[src/rtl/inbw_pkg.sv]
package inbw_pkg;
  localparam int PG_W          = 16;
  localparam int OFF_AP_CTRL   = 4;
  localparam int OFF_BAR_LO    = 8;
  localparam int OFF_BAR_HI    = 12;
  localparam int OFF_WIN_FIRST = 32;
  localparam int WIN_STRIDE    = 16;
  localparam int OFF_WIN_LAST  = 128;
  localparam int SUB_CTRL      = 0;
  localparam int SUB_BASE      = 4;
  localparam int SUB_REMAP     = 12;
  localparam logic [3:0] BAR_FLAGS = 4'hC;

  typedef struct packed {
    logic [PG_W-1:0] mask;
    logic [7:0]      attr;
    logic [3:0]      tgt;
    logic            en;
  } win_cfg_t;

  function automatic win_cfg_t unpack_ctrl(input logic [31:0] w);
    win_cfg_t c;
    c.mask = w[31:16];
    c.attr = w[15:8];
    c.tgt  = w[7:4];
    c.en   = w[0];
    return c;
  endfunction

  function automatic logic [31:0] pack_ctrl(input win_cfg_t c);
    return {c.mask, c.attr, c.tgt, 3'b000, c.en};
  endfunction

  // Every bit at or below the highest set bit becomes 1.
  function automatic logic [PG_W-1:0] fill_mask(input logic [PG_W-1:0] v);
    logic [PG_W-1:0] r;
    r = v;
    for (int i = PG_W - 2; i >= 0; i--) r[i] = r[i] | r[i+1];
    return r;
  endfunction

  function automatic logic win_match(input win_cfg_t c, input logic [PG_W-1:0] base,
                                     input logic [PG_W-1:0] page);
    return c.en && ((page & ~c.mask) == base);
  endfunction

  function automatic logic ap_match(input logic en, input logic [PG_W-1:0] mask,
                                    input logic [PG_W-1:0] lo, input logic [31:0] hi,
                                    input logic [63:0] a);
    return en && (a[63:32] == hi) && ((a[31:16] & ~mask) == (lo & ~mask));
  endfunction

  function automatic logic [31:0] remap_addr(input logic [31:0] a, input logic [PG_W-1:0] mask,
                                             input logic [PG_W-1:0] rmp);
    if (rmp == '0) return a;
    return {(rmp & ~mask) | (a[31:16] & mask), a[15:0]};
  endfunction
endpackage

[src/rtl/inbw_regs.sv]
module inbw_regs
  import inbw_pkg::*;
#(
  parameter int NWIN = 6,
  parameter int RAW  = 8
) (
  input  logic            clk,
  input  logic            rst_n,
  input  logic            wr_en,
  input  logic [RAW-1:0]  reg_addr,
  input  logic [31:0]     wdata,
  output logic [31:0]     rdata,
  output win_cfg_t        cfg   [NWIN],
  output logic [PG_W-1:0] base  [NWIN],
  output logic [PG_W-1:0] rmp   [NWIN],
  output logic            ap_en,
  output logic [PG_W-1:0] ap_mask,
  output logic [PG_W-1:0] bar_lo,
  output logic [31:0]     bar_hi
);
  localparam logic [RAW-1:0] A_APC = RAW'(OFF_AP_CTRL);
  localparam logic [RAW-1:0] A_BLO = RAW'(OFF_BAR_LO);
  localparam logic [RAW-1:0] A_BHI = RAW'(OFF_BAR_HI);

  function automatic logic [RAW-1:0] woff(input int w);
    return (w < NWIN - 1) ? RAW'(OFF_WIN_FIRST + WIN_STRIDE * w) : RAW'(OFF_WIN_LAST);
  endfunction

  for (genvar w = 0; w < NWIN; w++) begin : g_win
    always_ff @(posedge clk or negedge rst_n) begin
      if (!rst_n) begin
        cfg[w]  <= '0;
        base[w] <= '0;
        rmp[w]  <= '0;
      end else if (wr_en) begin
        if (reg_addr == woff(w) + RAW'(SUB_CTRL))  cfg[w]  <= unpack_ctrl(wdata);
        if (reg_addr == woff(w) + RAW'(SUB_BASE))  base[w] <= wdata[31:16];
        if (reg_addr == woff(w) + RAW'(SUB_REMAP)) rmp[w]  <= wdata[31:16];
      end
    end
  end

  always_ff @(posedge clk or negedge rst_n) begin
    if (!rst_n) begin
      ap_en   <= 1'b0;
      ap_mask <= '0;
      bar_lo  <= '0;
      bar_hi  <= '0;
    end else if (wr_en) begin
      if (reg_addr == A_APC) begin
        ap_en   <= wdata[0];
        ap_mask <= fill_mask(wdata[31:16]);
      end
      if (reg_addr == A_BLO) bar_lo <= wdata[31:16];
      if (reg_addr == A_BHI) bar_hi <= wdata;
    end
  end

  always_comb begin
    rdata = '0;
    if (reg_addr == A_APC) rdata = {ap_mask, 15'b0, ap_en};
    if (reg_addr == A_BLO) rdata = {bar_lo, 12'b0, BAR_FLAGS};
    if (reg_addr == A_BHI) rdata = bar_hi;
    for (int w = 0; w < NWIN; w++) begin
      if (reg_addr == woff(w) + RAW'(SUB_CTRL))  rdata = pack_ctrl(cfg[w]);
      if (reg_addr == woff(w) + RAW'(SUB_BASE))  rdata = {base[w], 16'b0};
      if (reg_addr == woff(w) + RAW'(SUB_REMAP)) rdata = {rmp[w], 16'b0};
    end
  end
endmodule

[src/rtl/inbw_match.sv]
module inbw_match
  import inbw_pkg::*;
#(
  parameter int NWIN = 6,
  localparam int IW  = $clog2(NWIN)
) (
  input  win_cfg_t        cfg  [NWIN],
  input  logic [PG_W-1:0] base [NWIN],
  input  logic [PG_W-1:0] page,
  output logic [NWIN-1:0] hit_vec,
  output logic [NWIN-1:0] sel_vec,
  output logic [IW-1:0]   sel_idx,
  output logic            any_hit
);
  for (genvar w = 0; w < NWIN; w++) begin : g_hit
    assign hit_vec[w] = win_match(cfg[w], base[w], page);
  end

  always_comb begin
    logic found;
    found   = 1'b0;
    sel_vec = '0;
    sel_idx = '0;
    for (int w = 0; w < NWIN; w++) begin
      if (hit_vec[w] && !found) begin
        sel_vec[w] = 1'b1;
        sel_idx    = IW'(w);
        found      = 1'b1;
      end
    end
    any_hit = found;
  end
endmodule

[src/rtl/inbw_decode.sv]
module inbw_decode
  import inbw_pkg::*;
#(
  parameter int NWIN = 6,
  parameter int RAW  = 8
) (
  input  logic           clk,
  input  logic           rst_n,
  input  logic           reg_wr,
  input  logic [RAW-1:0] reg_addr,
  input  logic [31:0]    reg_wdata,
  output logic [31:0]    reg_rdata,
  input  logic           in_valid,
  input  logic [63:0]    in_addr,
  output logic           out_valid,
  output logic           out_hit,
  output logic           out_miss,
  output logic [3:0]     out_target,
  output logic [7:0]     out_attr,
  output logic [31:0]    out_addr
);
  localparam int IW = $clog2(NWIN);

  win_cfg_t        cfg  [NWIN];
  logic [PG_W-1:0] base [NWIN];
  logic [PG_W-1:0] rmp  [NWIN];
  logic            ap_en;
  logic [PG_W-1:0] ap_mask;
  logic [PG_W-1:0] bar_lo;
  logic [31:0]     bar_hi;

  logic [NWIN-1:0] hit_vec;
  logic [NWIN-1:0] sel_vec;
  logic [IW-1:0]   sel_idx;
  logic            any_hit;
  logic            ap_hit;
  logic            take;
  win_cfg_t        selc;

  inbw_regs #(.NWIN(NWIN), .RAW(RAW)) u_regs (
    .clk(clk), .rst_n(rst_n), .wr_en(reg_wr), .reg_addr(reg_addr),
    .wdata(reg_wdata), .rdata(reg_rdata), .cfg(cfg), .base(base), .rmp(rmp),
    .ap_en(ap_en), .ap_mask(ap_mask), .bar_lo(bar_lo), .bar_hi(bar_hi)
  );

  inbw_match #(.NWIN(NWIN)) u_match (
    .cfg(cfg), .base(base), .page(in_addr[31:16]),
    .hit_vec(hit_vec), .sel_vec(sel_vec), .sel_idx(sel_idx), .any_hit(any_hit)
  );

  assign ap_hit = ap_match(ap_en, ap_mask, bar_lo, bar_hi, in_addr);
  assign take   = in_valid && ap_hit && any_hit;
  assign selc   = cfg[sel_idx];

  always_ff @(posedge clk or negedge rst_n) begin
    if (!rst_n) begin
      out_valid  <= 1'b0;
      out_hit    <= 1'b0;
      out_miss   <= 1'b0;
      out_target <= '0;
      out_attr   <= '0;
      out_addr   <= '0;
    end else begin
      out_valid  <= in_valid;
      out_hit    <= take;
      out_miss   <= in_valid && !take;
      out_target <= take ? selc.tgt : '0;
      out_attr   <= take ? selc.attr : '0;
      out_addr   <= take ? remap_addr(in_addr[31:0], selc.mask, rmp[sel_idx]) : '0;
    end
  end
endmodule

[config.mk]
export PLATFORM = sky130hd
export DESIGN_NAME = inbw_decode
export DESIGN_NICKNAME = d
export VERILOG_FILES = /design/src/rtl/inbw_pkg.sv /design/src/rtl/inbw_regs.sv /design/src/rtl/inbw_match.sv /design/src/rtl/inbw_decode.sv
export SDC_FILE = /design/constraint.sdc
export NUM_CORES = 1
export LEC_CHECK = 0
export ABC_AREA = 0
export BUFFER_PORTS_ARGS = -buffer_cell sky130_fd_sc_hd__buf_2
export CAP_MARGIN = 20
export CORE_MARGIN = 1
export CORE_UTILIZATION = 65
export DETAILED_ROUTE_END_ITERATION = 7
export PLACE_DENSITY_LB_ADDON = 0.05
export SYNTH_ARGS = -nofsm -noshare
export SYNTH_HDL_FRONTEND = slang
export SYNTH_SLANG_ARGS = --single-unit
[constraint.sdc]
create_clock -name clk -period 6 [get_ports clk]
set_input_delay 1.2 -clock clk [delete_from_list [all_inputs] [get_ports clk]]
set_output_delay 1.2 -clock clk [all_outputs]
set_load 0.1 [all_outputs]
# Word level (Yosys, flattened, before mapping)
# Cells that the tools add are included.
# totals
register_bits,478
in_bits,108
output_inout_bits,79
word_cells,199
# op_classes
magnitude_cmp,1
n_eq_ne,29
n_mux,44
n_bitwise,35
n_reduce_logical,44
# op_table
cell,count
$mux 32,24
$and 16x16->16,10
$not 16->16,8
$eq 16x16->1,7
$bmux 29 s3,1
$eq 8x7->1 const B,9
$mux 29,2
$bmux 16 s3,1
$eq 8x6->1 const B,6
$reduce_and 2->1,21
$eq 32x32->1,1
$mux 16,2
$eq 8x8->1 const B,3
$eq 8x4->1 const B,2
$logic_and 1x1->1,16
$logic_not 16->1,1
$or 16x16->16,1
$or 1x1->1,15
$eq 8x3->1 const B,1
$mux 1,8
$mux 8,1
$logic_not 1->1,6
$mux 3,2
$ge 4x4->1 const B,1
other kinds (3),4

# Logic depth before layout (Yosys ltp)
# depth
depth_word,29
mapped_depth,18
depth_no_buf,13

# Hierarchy
# Synthesis repeated with hierarchy kept, for this count alone.
# unflattened
cells_unflattened,2392
area_unflattened_um2,27055.9
# modules_own_cells
module,instances,cells_each,area_each_um2,seq_area_each_um2
inbw_regs,1,1691,20683.6,10785.3
inbw_decode,1,450,4565.6,1176.1
inbw_match,1,251,1806.7,0.0

# Worst setup path after synthesis
# OpenSTA, ideal clock, no wires.
# synth_path
path_type,in2out
from,input reg_addr[2]
to,output reg_rdata[19]
arrival_ns,5.071
required_ns,4.800
path_slack_ns,-0.271
path_stages,12
path_buffers,3
cell_sequence,clkbuf_1 nand2_1 clkbuf_1 nor2_1 clkbuf_1 a21oi_1 o21ai_0 o221ai_1 a31oi_1 a221o_1 a211oi_1 a211oi_1
# synth_between
elab_chain_len,22
word_cells_on_any_way,42
cone_classes,eq/ne (21); mux (21)
# synth_rtl
item,line,source
"start, declared",inbw_decode.sv:10,"input logic [RAW-1:0] reg_addr,"
$eq 8x3->1,inbw_regs.sv:61,"if (reg_addr == A_APC) rdata = {ap_mask, 15'b0, ap_en};"
$mux 32,inbw_regs.sv:61,
$mux 32,inbw_regs.sv:62,"if (reg_addr == A_BLO) rdata = {bar_lo, 12'b0, BAR_FLAGS};"
$mux 32,inbw_regs.sv:63,if (reg_addr == A_BHI) rdata = bar_hi;
$mux 32,inbw_regs.sv:65,if (reg_addr == woff(w) + RAW'(SUB_CTRL)) rdata = pack_ctrl(cfg[w]);
$mux 32,inbw_regs.sv:66,"if (reg_addr == woff(w) + RAW'(SUB_BASE)) rdata = {base[w], 16'b0};"
$mux 32,inbw_regs.sv:67,"if (reg_addr == woff(w) + RAW'(SUB_REMAP)) rdata = {rmp[w], 16'b0};"
$mux 32,inbw_regs.sv:65,
[... 6 more ...],--,
$mux 32,inbw_regs.sv:66,
$mux 32,inbw_regs.sv:67,
$mux 32,inbw_regs.sv:65,
$mux 32,inbw_regs.sv:66,
$mux 32,inbw_regs.sv:67,
$mux 32,inbw_regs.sv:65,
$mux 32,inbw_regs.sv:66,
$mux 32 *,inbw_regs.sv:67,
"end, declared",inbw_decode.sv:12,"output logic [31:0] reg_rdata,"
# Mark *: on every way between the ends. The rest lies on a longest branch, timed or not.

# Worst setup path after layout
# layout_path
from,input reg_addr[3]
to,output reg_rdata[19]
# Same word-level chain as after synthesis.

==> results.md <==
* Met1 WL at 36,060 microns
* Die W at 201.4 microns
* CTS resizes at 0
* R2r setup slk at 1.27 ns
* Share of total power in combinational logic at 9.9%
* Startpoint types: input pin
* Area of the multi-input gates at 13,210 sq um
* Pleak at 0.01378 uW
* IO buf count at 186
* Flip-flop and latch area at 11,960 sq um
* Nets@finish at 2,647
* CP most frequent cell: buf_4
* First-pass DRT Iterations at 8
* Synth unique cells at 73
* Status: completed
* Critical Path AT at 4.46 ns
* Buf/Inv on CP at 3
* Async set-reset flop share out of synthesis at 100.0%
* Fin. Hold Viols at 0
* Die area at 40,540 sq um
* PD cells at 251.6 nW/um^2
* HPWL after detailed placement at 71,390 microns
* CTS max path bufs at 3
* Largest net degree at the start of global routing at 170
* Register bit count reported by yosys at 478
* Number of synthesized flops with an enable pin at 0
* Core area at 38,920 sq um
* Grt ovf at 0
* Crit path time final at 5.657 ns
* CTS tree: done
* NetSw at 1965 uW
* Final setup fails at 0
* Post-detailed-route count of antenna-violating nets at 0
* Vias at 22,350
* Max cap viols at 0
* Fillers at 2,630
* CP max stage cell: nor3_1
* First-pass GRT wire length at 146,400 microns
* Crit Path Class: input pin to output port
* # Post-CTS Setup Buffers at 0
* Top-level port count at 187
* Worst Setup SP: reg_addr[3]
* RR Startpoint: u_regs.cfg[72]
* DR top layer: met4
* Layout cell share with drive strength beyond 1 at 30.78%
* Routed wire length on met3 at 11,900 microns
* Hold buffers post-CTS at 0
* Critical path required time at 4.80 ns
* GP Congestion at 1.113
* Clock skew at 0.03508 ns
* Vias in the first global route at 22,180
* Worst Setup Slack post-DPL at 0.4405 ns
* Hold Path Class: flip-flop to flip-flop
* WL per Instance at 32.20 microns
* Worst rel slew slack at 19.42%
* Cells after Synth at 2,376
* Crit end category: output port
* Synth warn at 0
* Register area share after synthesis at 46.31%
* Setup_tns at 0 ns
* Worst slew pin tran at 1.209 ns
* DR WL met2 at 43,980 microns
* Post-synthesis cell area at 25,830 sq um
* Die height at 201.4 microns
* Clock Pin Slew Worst Setup and Hold Paths at 0.06 ns
* DRC at 0
* Post-route setup slack at 0.3433 ns
* FF-to-FF path depth at 15
* Tcrit/Tclk final at 94.28%
* Crit-path max FO at 27
* Starting Density at 66.37%
* Register share of total power at 48.3%
* Area grow syn2layout at 13.16%
* Stages on the worst setup path at 13
* Routed vias/inst at 7.227
* Critical Path Max Stage Delay at 0.49 ns
* Slew Limit Fails at 0
* H-tree levels at 2
* Drt initial violations at 3,008
* Internal Power at 5391 uW
* Max Freq at 0.1768 GHz
* GRT Total Usage at 49.46%
* Switching Share at 26.71%
* CTS Buf Count at 49
* Crit path capture: reg_rdata[19]
* Worst vdd ir at 0.0002604 V
* CP top delay family: compound AO/OA/AOI/OAI gates
* Num rows at 72
* Clock sinks at 478
* Post-Route WL at 99,560 microns
* Initial antenna violation count at 2
* Mapped Nets at 2,484
* RSZ-0062 raised after global routing: no
* RR Endpoint: out_addr[29]
* Syn Area/Cell at 10.87 sq um
* Root Driver: clkbuf_16
* Top_reg_cell synth: dfrtp_1
* Cell Chain, Critical Path: buf_4 > nor3_1 > nand2_1 > nor2_2 > buf_4 > a22oi_1 > o21ai_0 > o221ai_1 > a31oi_1 > a221o_1 > a211oi_1 > a211oi_2 > buf_12
* Clock power share at 41.8%
* Clk_lat worst skew at 0.65 ns
==> worst register-to-register path: stages (launching register included) <==
cell and delay [ns]:
dfrtp_1 0.46, nor2b_1 0.10, xnor2_1 0.55, nand4_1 0.24, or4_1 0.73, buf_4 0.23, o211ai_2 0.26, o22ai_1 0.27
a211oi_1 0.48, a211oi_1 0.12, nand4b_1 0.15, nor3_1 0.09, and2_1 0.21, buf_12 0.15, or4_1 0.50, a21oi_1 0.15
==> worst min path at each step <==
stage	end	startpoint	cells past startpoint
floorplan	u_regs.rmp[32]	u_regs.rmp[32]	2
global placement	u_regs.rmp[32]	u_regs.rmp[32]	2
detailed placement	u_regs.rmp[32]	u_regs.rmp[32]	2
CTS	u_regs.ap_mask[13]	u_regs.ap_mask[13]	2
global route	u_regs.rmp[16]	u_regs.rmp[16]	2
finish	u_regs.ap_mask[2]	u_regs.ap_mask[2]	2
==> placed cells by master (no fill, tap or decap), types with 6 or more instances in the layout <==
cell type,n
clkbuf_8,10
mux2i_1,110
a31oi_1,23
o221ai_1,9
or3_1,6
nor2_2,7
dfrtp_1,478
nand2b_1,12
a221o_1,6
a222oi_1,31
o22a_1,9
clkbuf_1,14
nand3_1,51
a221oi_1,13
nor4_1,16
inv_1,14
nor2_1,70
buf_2,176
o21ai_0,98
nor2b_1,103
nand4_1,55
buf_4,82
xnor2_1,132
a22oi_1,39
a21oi_1,82
or4_1,7
clkbuf_16,50
and2_1,22
xor2_1,11
clkinv_2,7
nand2_1,198
and3_1,16
buf_12,13
a211oi_1,16
o31ai_1,6
mux2_2,416
o22ai_1,45
o211ai_1,7
nor3_1,28
==> cell families after synthesis <==
kind of cell	synth area share (%)
flops	46.31
xor+xnor	4.912
compound gates	11.39
buf+inv	2.669
simple gates	12.32
mux	22.40
==> power groups by stage <==
| stage | combinational, uW | clock, uW | sequential, uW |
|---|---|---|---|
| 6_report | 728 | 3080 | 3550 |
| 5_1_grt | 766 | 3190 | 3560 |
| 2_1_floorplan | 412 | 0 | 3520 |
| 4_1_cts | 706 | 3060 | 3540 |
| 3_3_place_gp | 680 | 0 | 3590 |
| 3_5_place_dp | 699 | 0 | 3590 |
==> final cells by class <==
class	count	share of cell area, %
clock inverters	11	0.4494
flip-flops and latches	478	40.92
multi-input cells	1723	45.18
inverters	14	0.1798
repair buffers	273	6.112
diodes	1	0.008561
well taps	518	2.217
clock buffers	74	4.931
==> stage by stage <==
| stage | util, % | hold slack [ns] | cell area, sq um | instances | total power, uW |
|---|---|---|---|---|---|
| 6_report | 75.11 | 0.5232 | 29230 | 3092 | 7355 |
| 5_1_grt | 75.10 | 0.5354 | 29230 | 3091 | 7516 |
| 4_1_cts | 75.06 | 0.5188 | 29210 | 3090 | 7299 |
| 3_5_place_dp | 71.02 | 0.4900 | 27640 | 3005 | 4292 |
| 3_3_place_gp | 71.02 | 0.4670 | 27640 | 3005 | 4266 |
| 2_1_floorplan | - | 0.4498 | 25840 | 2376 | 3935 |
==> synthesized netlist by cell type, types with 9 or more instances <==
cell type / instances / area, sq um
xnor2_1: 132 / 1156
nor4_1: 16 / 100.1
a21oi_1: 82 / 410.4
o221ai_1: 9 / 78.83
nor3_1: 29 / 145.1
clkbuf_1: 131 / 491.7
nand2_1: 198 / 743.2
inv_1: 14 / 52.55
nand3_1: 51 / 255.2
o22ai_1: 45 / 281.5
mux2i_1: 110 / 1101
and3_1: 16 / 100.1
xor2_1: 11 / 96.34
o21ai_0: 99 / 495.5
a211oi_1: 17 / 127.6
nand2b_1: 12 / 75.07
mux2_2: 416 / 4684
a222oi_1: 31 / 310.3
a22oi_1: 39 / 292.8
a221oi_1: 13 / 113.9
o22a_1: 9 / 78.83
dfrtp_1: 478 / 11960
and2_1: 22 / 137.6
nor2_1: 76 / 285.3
buf_1: 16 / 60.06
nor2b_1: 103 / 644.4
buf_2: 11 / 55.05
a31oi_1: 23 / 143.9
nand4_1: 55 / 344.1
==> routing by layer <==
| layer | track usage [%] | vias up |
|---|---|---|
| met5 | 0 | - |
| met3 | 14.87 | 455 |
| met1 | 62.68 | 11070 |
| met2 | 74.53 | 1789 |
| met4 | 30.74 | 0 |
| li1 | - | 9031 |
==> state kept, by name, indices dropped and copies added (netlist names) <==
| name | count |
|---|---|
| u_regs.cfg | 174 |
| u_regs.bar_hi | 32 |
| u_regs.bar_lo | 16 |
| out_hit | 1 |
| out_addr | 32 |
| out_attr | 8 |
| u_regs.rmp | 96 |
| out_valid | 1 |
| u_regs.ap_mask | 16 |
| out_target | 4 |
| u_regs.ap_en | 1 |
| u_regs.base | 96 |
| out_miss | 1 |
No activity file was read; power rests on OpenSTA's default activity.
